--- config.mk ---
export PLATFORM = sky130hd
export DESIGN_NAME = tod_timer_top
export DESIGN_NICKNAME = d
export VERILOG_FILES = /design/src/rtl/tod_pkg.sv /design/src/rtl/tod_rate_accum.sv /design/src/rtl/tod_time_core.sv /design/src/rtl/tod_alarm.sv /design/src/rtl/tod_timer_top.sv
export SDC_FILE = /design/constraint.sdc
export NUM_CORES = 1
export LEC_CHECK = 0
export BUFFER_PORTS_ARGS = -buffer_cell sky130_fd_sc_hd__buf_2
export CORE_MARGIN = 2
export CORE_UTILIZATION = 62
export CTS_CLUSTER_DIAMETER = 40
export CTS_CLUSTER_SIZE = 24
export DETAILED_ROUTE_END_ITERATION = 12
export PLACE_DENSITY = 0.83
export SETUP_SLACK_MARGIN = 0.5
export SYNTH_ARGS = -nofsm -noshare
export SYNTH_HDL_FRONTEND = slang
export SYNTH_SLANG_ARGS = --single-unit
--- constraint.sdc ---
create_clock -name clk -period 10.27 [get_ports clk]
set_clock_uncertainty 0.2 [all_clocks]
set_input_delay 2.054 -clock clk [delete_from_list [all_inputs] [get_ports clk]]
set_output_delay 2.054 -clock clk [all_outputs]
set_load 0.05 [all_outputs]
--- src/rtl/tod_pkg.sv ---
// Shared widths and constants for the time-of-day counter.
// Assumes nanoseconds are held in 30 bits (one billion fits below 2^30).
package tod_pkg;
    localparam int NS_W     = 30;
    localparam int NS_WIDE  = NS_W + 1;
    localparam logic [NS_WIDE-1:0] NS_PER_SEC = NS_WIDE'(1_000_000_000);
endpackage

--- src/rtl/tod_rate_accum.sv ---
// Fractional rate accumulator: adds the active rate word every clock and
// emits a one-cycle step request on each carry out.
// Assumes addend_load is a single-cycle pulse; a loaded word is used from
// the following clock. The accumulator phase is kept across loads.
module tod_rate_accum #(
    parameter int ACC_W = 32
) (
    input  logic             clk,
    input  logic             rst_n,
    input  logic [ACC_W-1:0] addend_val,
    input  logic             addend_load,
    output logic             step_req
);
    logic [ACC_W-1:0] addend_q;
    logic [ACC_W-1:0] acc_q;
    logic [ACC_W:0]   sum;

    // Wide sum of accumulator and active rate word.
    always_comb sum = {1'b0, acc_q} + {1'b0, addend_q};

    assign step_req = sum[ACC_W];

    // Hold the accumulator and the active rate word.
    always_ff @(posedge clk) begin
        if (!rst_n) begin
            addend_q <= '0;
            acc_q    <= '0;
        end else begin
            acc_q <= sum[ACC_W-1:0];
            if (addend_load) addend_q <= addend_val;
        end
    end


    new_word_chk: assert property (@(posedge clk) disable iff (!rst_n)
        addend_load |=> (addend_q == $past(addend_val)));
endmodule

--- src/rtl/tod_time_core.sv ---
// Seconds/nanoseconds register with load, signed step and rate stepping.
// Priority: load over step over rate step. Assumes update nanoseconds and
// the sub-second increment are below one billion.
module tod_time_core
    import tod_pkg::*;
#(
    parameter int SEC_W = 32,
    parameter int INC_W = 8
) (
    input  logic             clk,
    input  logic             rst_n,
    input  logic             step_req,
    input  logic [INC_W-1:0] subsec_inc,
    input  logic [SEC_W-1:0] upd_sec,
    input  logic [31:0]      upd_ns,
    input  logic             cmd_init,
    input  logic             cmd_step,
    output logic [SEC_W-1:0] sec_q,
    output logic [NS_W-1:0]  ns_q
);
    logic [NS_WIDE-1:0] upd_mag;
    logic               do_sub;
    logic [NS_WIDE-1:0] add_ns, sub_ns, tick_ns;
    logic [SEC_W-1:0]   sec_d;
    logic [NS_WIDE-1:0] ns_d;

    assign upd_mag = {1'b0, upd_ns[NS_W-1:0]};
    assign do_sub  = upd_ns[31];

    // Candidate next times for every kind of update.
    always_comb begin
        add_ns  = {1'b0, ns_q} + upd_mag;
        sub_ns  = {1'b0, ns_q} - upd_mag;
        tick_ns = {1'b0, ns_q} + NS_WIDE'(subsec_inc);
        sec_d   = sec_q;
        ns_d    = {1'b0, ns_q};
        if (cmd_init) begin
            sec_d = upd_sec;
            ns_d  = upd_mag;
        end else if (cmd_step && !do_sub) begin
            if (add_ns >= NS_PER_SEC) begin
                ns_d  = add_ns - NS_PER_SEC;
                sec_d = sec_q + upd_sec + SEC_W'(1);
            end else begin
                ns_d  = add_ns;
                sec_d = sec_q + upd_sec;
            end
        end else if (cmd_step) begin
            if (sub_ns[NS_W]) begin
                ns_d  = sub_ns + NS_PER_SEC;
                sec_d = sec_q - upd_sec - SEC_W'(1);
            end else begin
                ns_d  = sub_ns;
                sec_d = sec_q - upd_sec;
            end
        end else if (step_req) begin
            if (tick_ns >= NS_PER_SEC) begin
                ns_d  = tick_ns - NS_PER_SEC;
                sec_d = sec_q + SEC_W'(1);
            end else begin
                ns_d = tick_ns;
            end
        end
    end

    // Time registers.
    always_ff @(posedge clk) begin
        if (!rst_n) begin
            sec_q <= '0;
            ns_q  <= '0;
        end else begin
            sec_q <= sec_d;
            ns_q  <= ns_d[NS_W-1:0];
        end
    end


    ns_range_chk: assert property (@(posedge clk) disable iff (!rst_n)
        ({1'b0, ns_q} < NS_PER_SEC));


    frozen_chk: assert property (@(posedge clk) disable iff (!rst_n)
        (!step_req && !cmd_init && !cmd_step) |=> ($stable(ns_q) && $stable(sec_q)));


    init_chk: assert property (@(posedge clk) disable iff (!rst_n)
        cmd_init |=> (sec_q == $past(upd_sec)) && (ns_q == $past(upd_ns[NS_W-1:0])));
endmodule

--- src/rtl/tod_alarm.sv ---
// Target-time alarm: arms on a target load, sets a sticky flag one clock
// after the time is at or past the target, then disarms. Read clears the
// flag; set wins over clear. Interrupt masked for a zero target.
module tod_alarm
    import tod_pkg::*;
#(
    parameter int SEC_W = 32
) (
    input  logic             clk,
    input  logic             rst_n,
    input  logic [SEC_W-1:0] cur_sec,
    input  logic [NS_W-1:0]  cur_ns,
    input  logic [SEC_W-1:0] tgt_sec,
    input  logic [NS_W-1:0]  tgt_ns,
    input  logic             tgt_load,
    input  logic             alarm_rd,
    output logic             alarm_flag,
    output logic             alarm_irq
);
    logic [SEC_W-1:0] tsec_q;
    logic [NS_W-1:0]  tns_q;
    logic             armed_q, irq_en_q, reached;

    // Compare current time against the stored target.
    always_comb reached = (cur_sec > tsec_q) ||
                          ((cur_sec == tsec_q) && (cur_ns >= tns_q));

    // Target storage, arming and sticky flag.
    always_ff @(posedge clk) begin
        if (!rst_n) begin
            tsec_q     <= '0;
            tns_q      <= '0;
            armed_q    <= 1'b0;
            irq_en_q   <= 1'b0;
            alarm_flag <= 1'b0;
        end else begin
            if (tgt_load) begin
                tsec_q   <= tgt_sec;
                tns_q    <= tgt_ns;
                armed_q  <= 1'b1;
                irq_en_q <= (tgt_sec != '0) || (tgt_ns != '0);
            end else if (armed_q && reached) begin
                armed_q <= 1'b0;
            end
            if (!tgt_load && armed_q && reached) alarm_flag <= 1'b1;
            else if (alarm_rd)                   alarm_flag <= 1'b0;
        end
    end

    assign alarm_irq = alarm_flag & irq_en_q;


    irq_flag_chk: assert property (@(posedge clk) disable iff (!rst_n)
        alarm_irq |-> alarm_flag);


    flag_clear_chk: assert property (@(posedge clk) disable iff (!rst_n)
        $fell(alarm_flag) |-> $past(alarm_rd));
endmodule

--- src/rtl/tod_timer_top.sv ---
// Time-of-day counter top: rate accumulator feeding the time core, with
// the target alarm watching the time. Commands are single-cycle pulses.
module tod_timer_top
    import tod_pkg::*;
#(
    parameter int SEC_W = 32,
    parameter int INC_W = 8,
    parameter int ACC_W = 32
) (
    input  logic             clk,
    input  logic             rst_n,
    input  logic [ACC_W-1:0] addend_val,
    input  logic             addend_load,
    input  logic [INC_W-1:0] subsec_inc,
    input  logic [SEC_W-1:0] upd_sec,
    input  logic [31:0]      upd_ns,
    input  logic             cmd_init,
    input  logic             cmd_step,
    input  logic [SEC_W-1:0] tgt_sec,
    input  logic [NS_W-1:0]  tgt_ns,
    input  logic             tgt_load,
    input  logic             alarm_rd,
    output logic [SEC_W-1:0] tod_sec,
    output logic [NS_W-1:0]  tod_ns,
    output logic             alarm_flag,
    output logic             alarm_irq
);
    logic step_req;

    tod_rate_accum #(.ACC_W(ACC_W)) u_accum (
        .clk(clk), .rst_n(rst_n), .addend_val(addend_val),
        .addend_load(addend_load), .step_req(step_req)
    );

    tod_time_core #(.SEC_W(SEC_W), .INC_W(INC_W)) u_core (
        .clk(clk), .rst_n(rst_n), .step_req(step_req), .subsec_inc(subsec_inc),
        .upd_sec(upd_sec), .upd_ns(upd_ns), .cmd_init(cmd_init),
        .cmd_step(cmd_step), .sec_q(tod_sec), .ns_q(tod_ns)
    );

    tod_alarm #(.SEC_W(SEC_W)) u_alarm (
        .clk(clk), .rst_n(rst_n), .cur_sec(tod_sec), .cur_ns(tod_ns),
        .tgt_sec(tgt_sec), .tgt_ns(tgt_ns), .tgt_load(tgt_load),
        .alarm_rd(alarm_rd), .alarm_flag(alarm_flag), .alarm_irq(alarm_irq)
    );
endmodule

After elaboration in Yosys (flattened, before gate mapping)
Index checks and enable logic that the tools add are counted.
{ "totals": {"elab_cells": 61, "inputBits": 173, "out_inout_bits": 64, "ff_bits": 191} }
{ "op_classes": {"n_eq_ne": 1, "mux": 18, "n_reduce_logical": 16, "n_lt_le_gt_ge": 4, "bitwise": 1, "add_sub_neg": 12} }
{ "op_table": {"columns": ["cell", "count"], "rows": [
  ["two-way mux 32 bit", 7],
  ["two-way mux 30 bit", 7],
  ["adder 32 x 1 -> 32 bit, second input constant", 2],
  ["greater-or-equal comparator 31 x 30 -> 1 bit, second input constant", 2],
  ["subtractor 30 bit, second input constant", 2],
  ["adder 32 x 32 -> 33 bit", 1],
  ["adder 32 bit", 1],
  ["== test 32 bit", 1],
  ["greater-than comparator 32 bit", 1],
  ["nonzero test 32 bit", 1],
  ["subtractor 32 x 1 -> 32 bit, second input constant", 1],
  ["subtractor 32 bit", 1],
  ["adder 30 x 30 -> 31 bit", 1],
  ["adder 30 x 8 -> 31 bit", 1],
  ["subtractor 30 x 30 -> 31 bit", 1],
  ["adder 30 bit, second input constant", 1],
  ["greater-or-equal comparator 30 bit", 1],
  ["nonzero test 30 bit", 1],
  ["nonzero test 4 bit", 2],
  ["logical AND 1 bit", 5],
  ["two-way mux 1 bit", 4],
  ["nonzero test 2 bit", 2],
  ["logical NOT 1 bit", 2],
  ["logical OR 1 bit", 2],
  ["2 further kinds", 2]
]} }

Depth between registers and ports, before layout
{ "depth": {"word_depth": 7, "mapped_depth": 21, "mapped_depth_nobuf": 19} }

Hierarchy
Synthesis repeated with hierarchy kept, for this count alone.
{ "hier_totals": {"cells_unflattened": 3389, "hier_area_um2": 25117.8} }
{ "by_module_without_submodules": {"columns": ["module", "cells_per_inst", "area_each_um2", "seq_area_each_um2", "n_inst"], "rows": [
  ["tod_time_core", 2484, 17133.9, 1241.2, 1],
  ["tod_alarm", 451, 4121.5, 1301.2, 1],
  ["tod_rate_accum", 454, 3862.5, 1281.2, 1]
]} }

Worst setup path after synthesis
No wires, ideal clock.
{ "synth_path": {"path_kind": "input-to-reg", "start": "input port upd_ns[0]", "end": "register u_core.sec_q[30]", "setup_time_ns": 0.058, "path_slack_ns": 3.512, "arrival_ns": 6.500, "t_required_ns": 10.012, "n_path_buf": 1, "cell_stages": 16, "path_cell_list": "ha_1 > fa_1 > nor2b_1 > o311a_1 > or3_1 > xnor2_1 > or4b_1 > or4_1 > a211o_1 > a2111oi_4 > o21ai_1 > buf_6 > nor4_1 > xor2_1 > or4_1 > nand2_1"} }
{ "synth_via": {"elab_chain_len": 5, "word_cells_on_any_way": 8, "cone_classes": "add/sub (2); order compare (1); mux (5)"} }
{ "synth_rtl": {"columns": ["element", "line", "text"], "rows": [
  ["from (decl)", "tod_timer_top.sv:16", "input logic [31:0] upd_ns,"],
  ["adder 30 x 30 -> 31 bit or subtractor 30 x 30 -> 31 bit (tied branches)", "tod_time_core.sv:32, tod_time_core.sv:33", null],
  ["greater-or-equal comparator 31 x 30 -> 1 bit or two-way mux 32 bit (tied branches)", "tod_time_core.sv:41, tod_time_core.sv:49", null],
  ["two-way mux 32 bit (on tied branches)", "tod_time_core.sv:41, tod_time_core.sv:48", null],
  ["two-way mux 32 bit (*)", "tod_time_core.sv:40", "end else if (cmd_step && !do_sub) begin"],
  ["two-way mux 32 bit (*)", "tod_time_core.sv:37", "if (cmd_init) begin"],
  ["to (signal assigned)", "tod_time_core.sv:69", "sec_q <= '0;"],
  ["to (signal assigned)", "tod_time_core.sv:72", "sec_q <= sec_d;"],
  ["to (decl)", "tod_time_core.sv:18", "output logic [SEC_W-1:0] sec_q,"]
]} }
Mark *: on every way between the ends. The rest lies on a longest branch, timed or not.
A chain may end at the register's enable or synchronous reset.

Worst setup path after layout
{ "layout_path": {"start": "input port upd_ns[0]", "end": "register u_core.sec_q[2]"} }
The elaborated chain is that of the path after synthesis.

==> flow_metrics.env <==
export IMPL_worstPathMaxFanout=11
export IMPL_hold_depth=2
export IMPL_cts_tree="built"
export IMPL_ff2ff_setup_slack_ns=3.81
export IMPL_synth_edf_count=0
export IMPL_timing_critical_path_slowest_stage_cell="o21a_1"
export IMPL_antenna_found_initial=8
export IMPL_worstSetupPathType="in -> reg"
export IMPL_routed_via_density=6.69
export IMPL_ctsResizeCount=0
export IMPL_boundaryPins=237
export IMPL_maxSlewViolCount=0
export IMPL_critical_path_arrival_ns=7.74
export IMPL_cp_top_family="compound AO/OA/AOI/OAI gates"
export IMPL_timing_hold_ws_ns=0.291
export IMPL_yosys_warnings=0
export IMPL_cts_path_max_buffers=2
export IMPL_rr_worst_depth=15
export IMPL_final_cell_mix="nor2_1 (351), buf_2 (234), a21oi_1 (230), ha_1 (230), inv_1 (209)"
export IMPL_max_stage_delay_ns=0.76
export IMPL_grtUsageTotal=0.400
export IMPL_die_h_um=195
export IMPL_postCtsSetupBuffers=0
export IMPL_power_density_nw_per_um2=141
export IMPL_dp_slack_ns=2.38
export IMPL_start_util=0.632
export IMPL_fin_nets=3596
export IMPL_hp_start="u_alarm.armed_q"
export IMPL_worst_path_buf_inv=1
export IMPL_maxCapViolations=0
export IMPL_fin_cells=3664
export IMPL_synth_nets=3464
export IMPL_drive_above_1_share=0.110
export IMPL_dp_cells=3629
export IMPL_timing_rr_end="u_core.sec_q[30]"
export IMPL_ys_seq_area_frac=0.170
export IMPL_crit_required_ns=10.41
export IMPL_fin_ws_ns=2.67
export IMPL_insertion_delay_ns=0.46
export IMPL_syn_to_final_growth_pct=8.91
export IMPL_postSynthCellCount=3055
export IMPL_fp_dieW_um=195
export IMPL_grt_setup_unrepaired="no"
export IMPL_ctsHoldBuffers=0
export IMPL_cts_root_buf="clkbuf_16"
export IMPL_layout_commonest_cell="nor2_1"
export IMPL_synth_top_flop_cell="dfxtp_1"
export IMPL_relSlewSlack=0.160
export IMPL_grt_overflow=0
export IMPL_worstMarginPinSlew_ns=1.26
export IMPL_min_period_ns=7.60
export IMPL_synth_area_leader_cell="dfxtp_1"
export IMPL_finalSetupTns_ns=0
export IMPL_hpwl_mm=60.4
export IMPL_place_gp_congestion=1.01
export IMPL_p_leak_uw=0.0107
export IMPL_core_um2=35700
export IMPL_grt_pass1_wl_mm=122
export IMPL_async_flop_share=0
export IMPL_hold_path_end="u_alarm.alarm_flag"
export IMPL_dieArea_um2=37900
export IMPL_drt_iter0_drc=2870
export IMPL_drc=0
export IMPL_syn_area_per_cell_um2=7.37
export IMPL_fmax_mhz=132
export IMPL_final_hold_viol_count=0
export IMPL_yosysUniqueCellTypes=85
export IMPL_ant_nets=0
export IMPL_cts_sinks=191
export IMPL_portBuffers=235
export IMPL_vias=24500
export IMPL_cp_end_kind="register"
export IMPL_rows=69
export IMPL_cts_made_buffers=17
export IMPL_synth_top_cell_area_share=0.170
export IMPL_holdCritPathClass="reg -> reg"
export IMPL_grt_max_degree=100
export IMPL_path_clk_slew_ns=0.08
export IMPL_fill_cells=3108
export IMPL_avgRoutedWirePerCell_um=21.5
export IMPL_synthesis_area_um2=22500
export IMPL_drt_total_wl_mm=78.7
export IMPL_crit_path_start_kind="primary input"
export IMPL_setup_viol=0
export IMPL_post_route_period_util=0.740
export IMPL_htreeDepth=4
export IMPL_r2r_start="u_core.ns_q[8]"
export IMPL_ir_worst_vdd_uv=135
export IMPL_outcome="complete, no violations"
export IMPL_ys_top_cells_by_area="dfxtp_1 (17%), ha_1 (13%), xnor2_1 (7.3%)"
export IMPL_grt_pass1_vias=22900
export IMPL_synth_seq_cells=191
export IMPL_first_pass_iters=7
export IMPL_cp_cell_sequence="buf_2, ha_1, fa_1, nor2b_1, o311a_1, or3_1, xnor2_1, or4b_1, or4_1, a211o_1, a2111oi_4, o21a_1, nand2_1, xor2_1, a21oi_1, o31ai_1"
==> per-stage QoR <==
stage          power, uW   util  cell area (um2)
5_1_grt             3640  0.688            24500
6_report            3450  0.688            24500
3_3_place_gp        2640  0.670            23900
2_1_floorplan       2230      -            22500
4_1_cts             3400  0.688            24500
3_5_place_dp        2690  0.670            23900
==> how the worst max path moves through the flow <==
stage,from,end,cells after the start
2_1_floorplan,upd_ns[0],u_core.sec_q[30],16
3_3_place_gp,upd_ns[0],u_core.ns_q[12],17
3_5_place_dp,upd_ns[0],u_core.ns_q[12],17
4_1_cts,upd_ns[0],u_core.ns_q[12],17
5_1_grt,upd_ns[14],u_core.ns_q[12],18
6_report,upd_ns[0],u_core.sec_q[2],16
==> worst reg2reg max path: stages, from the launching register on <==
cell	delay (ns)
dfxtp_1	0.85
clkinv_1	0.56
nor3_1	0.90
nand2_1	0.16
or3_1	0.35
and2_1	0.18
ha_1	0.23
nor3_1	0.28
o31a_1	0.25
a2bb2oi_1	0.33
o31a_1	0.75
o21a_1	0.25
buf_4	0.38
nand2_1	0.20
or4_1	0.44
nand2_1	0.07
==> report_power, final <==
| part | switching [uW] | total (uW) | internal [uW] |
|---|---|---|---|
| combinational | 1150 | 1820 | 676 |
| clock | 342 | 715 | 373 |
| sequential | 112 | 917 | 805 |
| total | 1600 | 3450 | 1850 |
==> flip-flops by register name, summed over array words and instances (netlist names) <==
signal and count:
u_accum.acc_q 32, u_accum.addend_q 32, u_alarm.alarm_flag 1, u_alarm.armed_q 1, u_alarm.irq_en_q 1, u_alarm.tns_q 30, u_alarm.tsec_q 32, u_core.ns_q 30
u_core.sec_q 32
==> metal layers <==
layer	GRT usage	wire length (um)
met2	0.630	34500
met4	0.167	3340
met1	0.529	32300
met3	0.0852	8500
met5	0	77
==> final cells by class <==
type                       instances  area, um2  share of cell area
antenna                            3       7.51            0.000306
clock inverter                    14        196             0.00801
clock buffer                      18        429              0.0175
timing repair buffer             259       1360              0.0554
sequential                       191       3820               0.156
multi-input combinational       2499      17300               0.706
inverter                         219        825              0.0336
tap                              461        577              0.0235
==> synth_stat cells (47+ instances only) <==
| cell type | number |
|---|---|
| inv_1 | 209 |
| o21ai_0 | 148 |
| nand2_1 | 159 |
| a21o_1 | 59 |
| nand3_1 | 76 |
| nor2_1 | 352 |
| nor4_1 | 47 |
| mux2i_1 | 105 |
| xnor2_1 | 187 |
| xor2_1 | 74 |
| nor3_1 | 97 |
| dfxtp_1 | 191 |
| ha_1 | 230 |
| a21oi_1 | 230 |
| a211oi_1 | 52 |
| clkbuf_1 | 115 |
==> kinds of logic after synthesis <==
| logic type | after synthesis | share of synthesized area |
|---|---|---|
| xor gates and xnor gates | 261 | 0.101 |
| and+or+nand+nor | 1022 | 0.225 |
| muxes | 111 | 0.0501 |
| adders and majority gates | 236 | 0.133 |
| DFF | 191 | 0.170 |
| buffers and inverters | 365 | 0.0621 |
| AOI/OAI and AO/OA | 869 | 0.259 |
No activity file was read; power rests on OpenSTA's default activity.
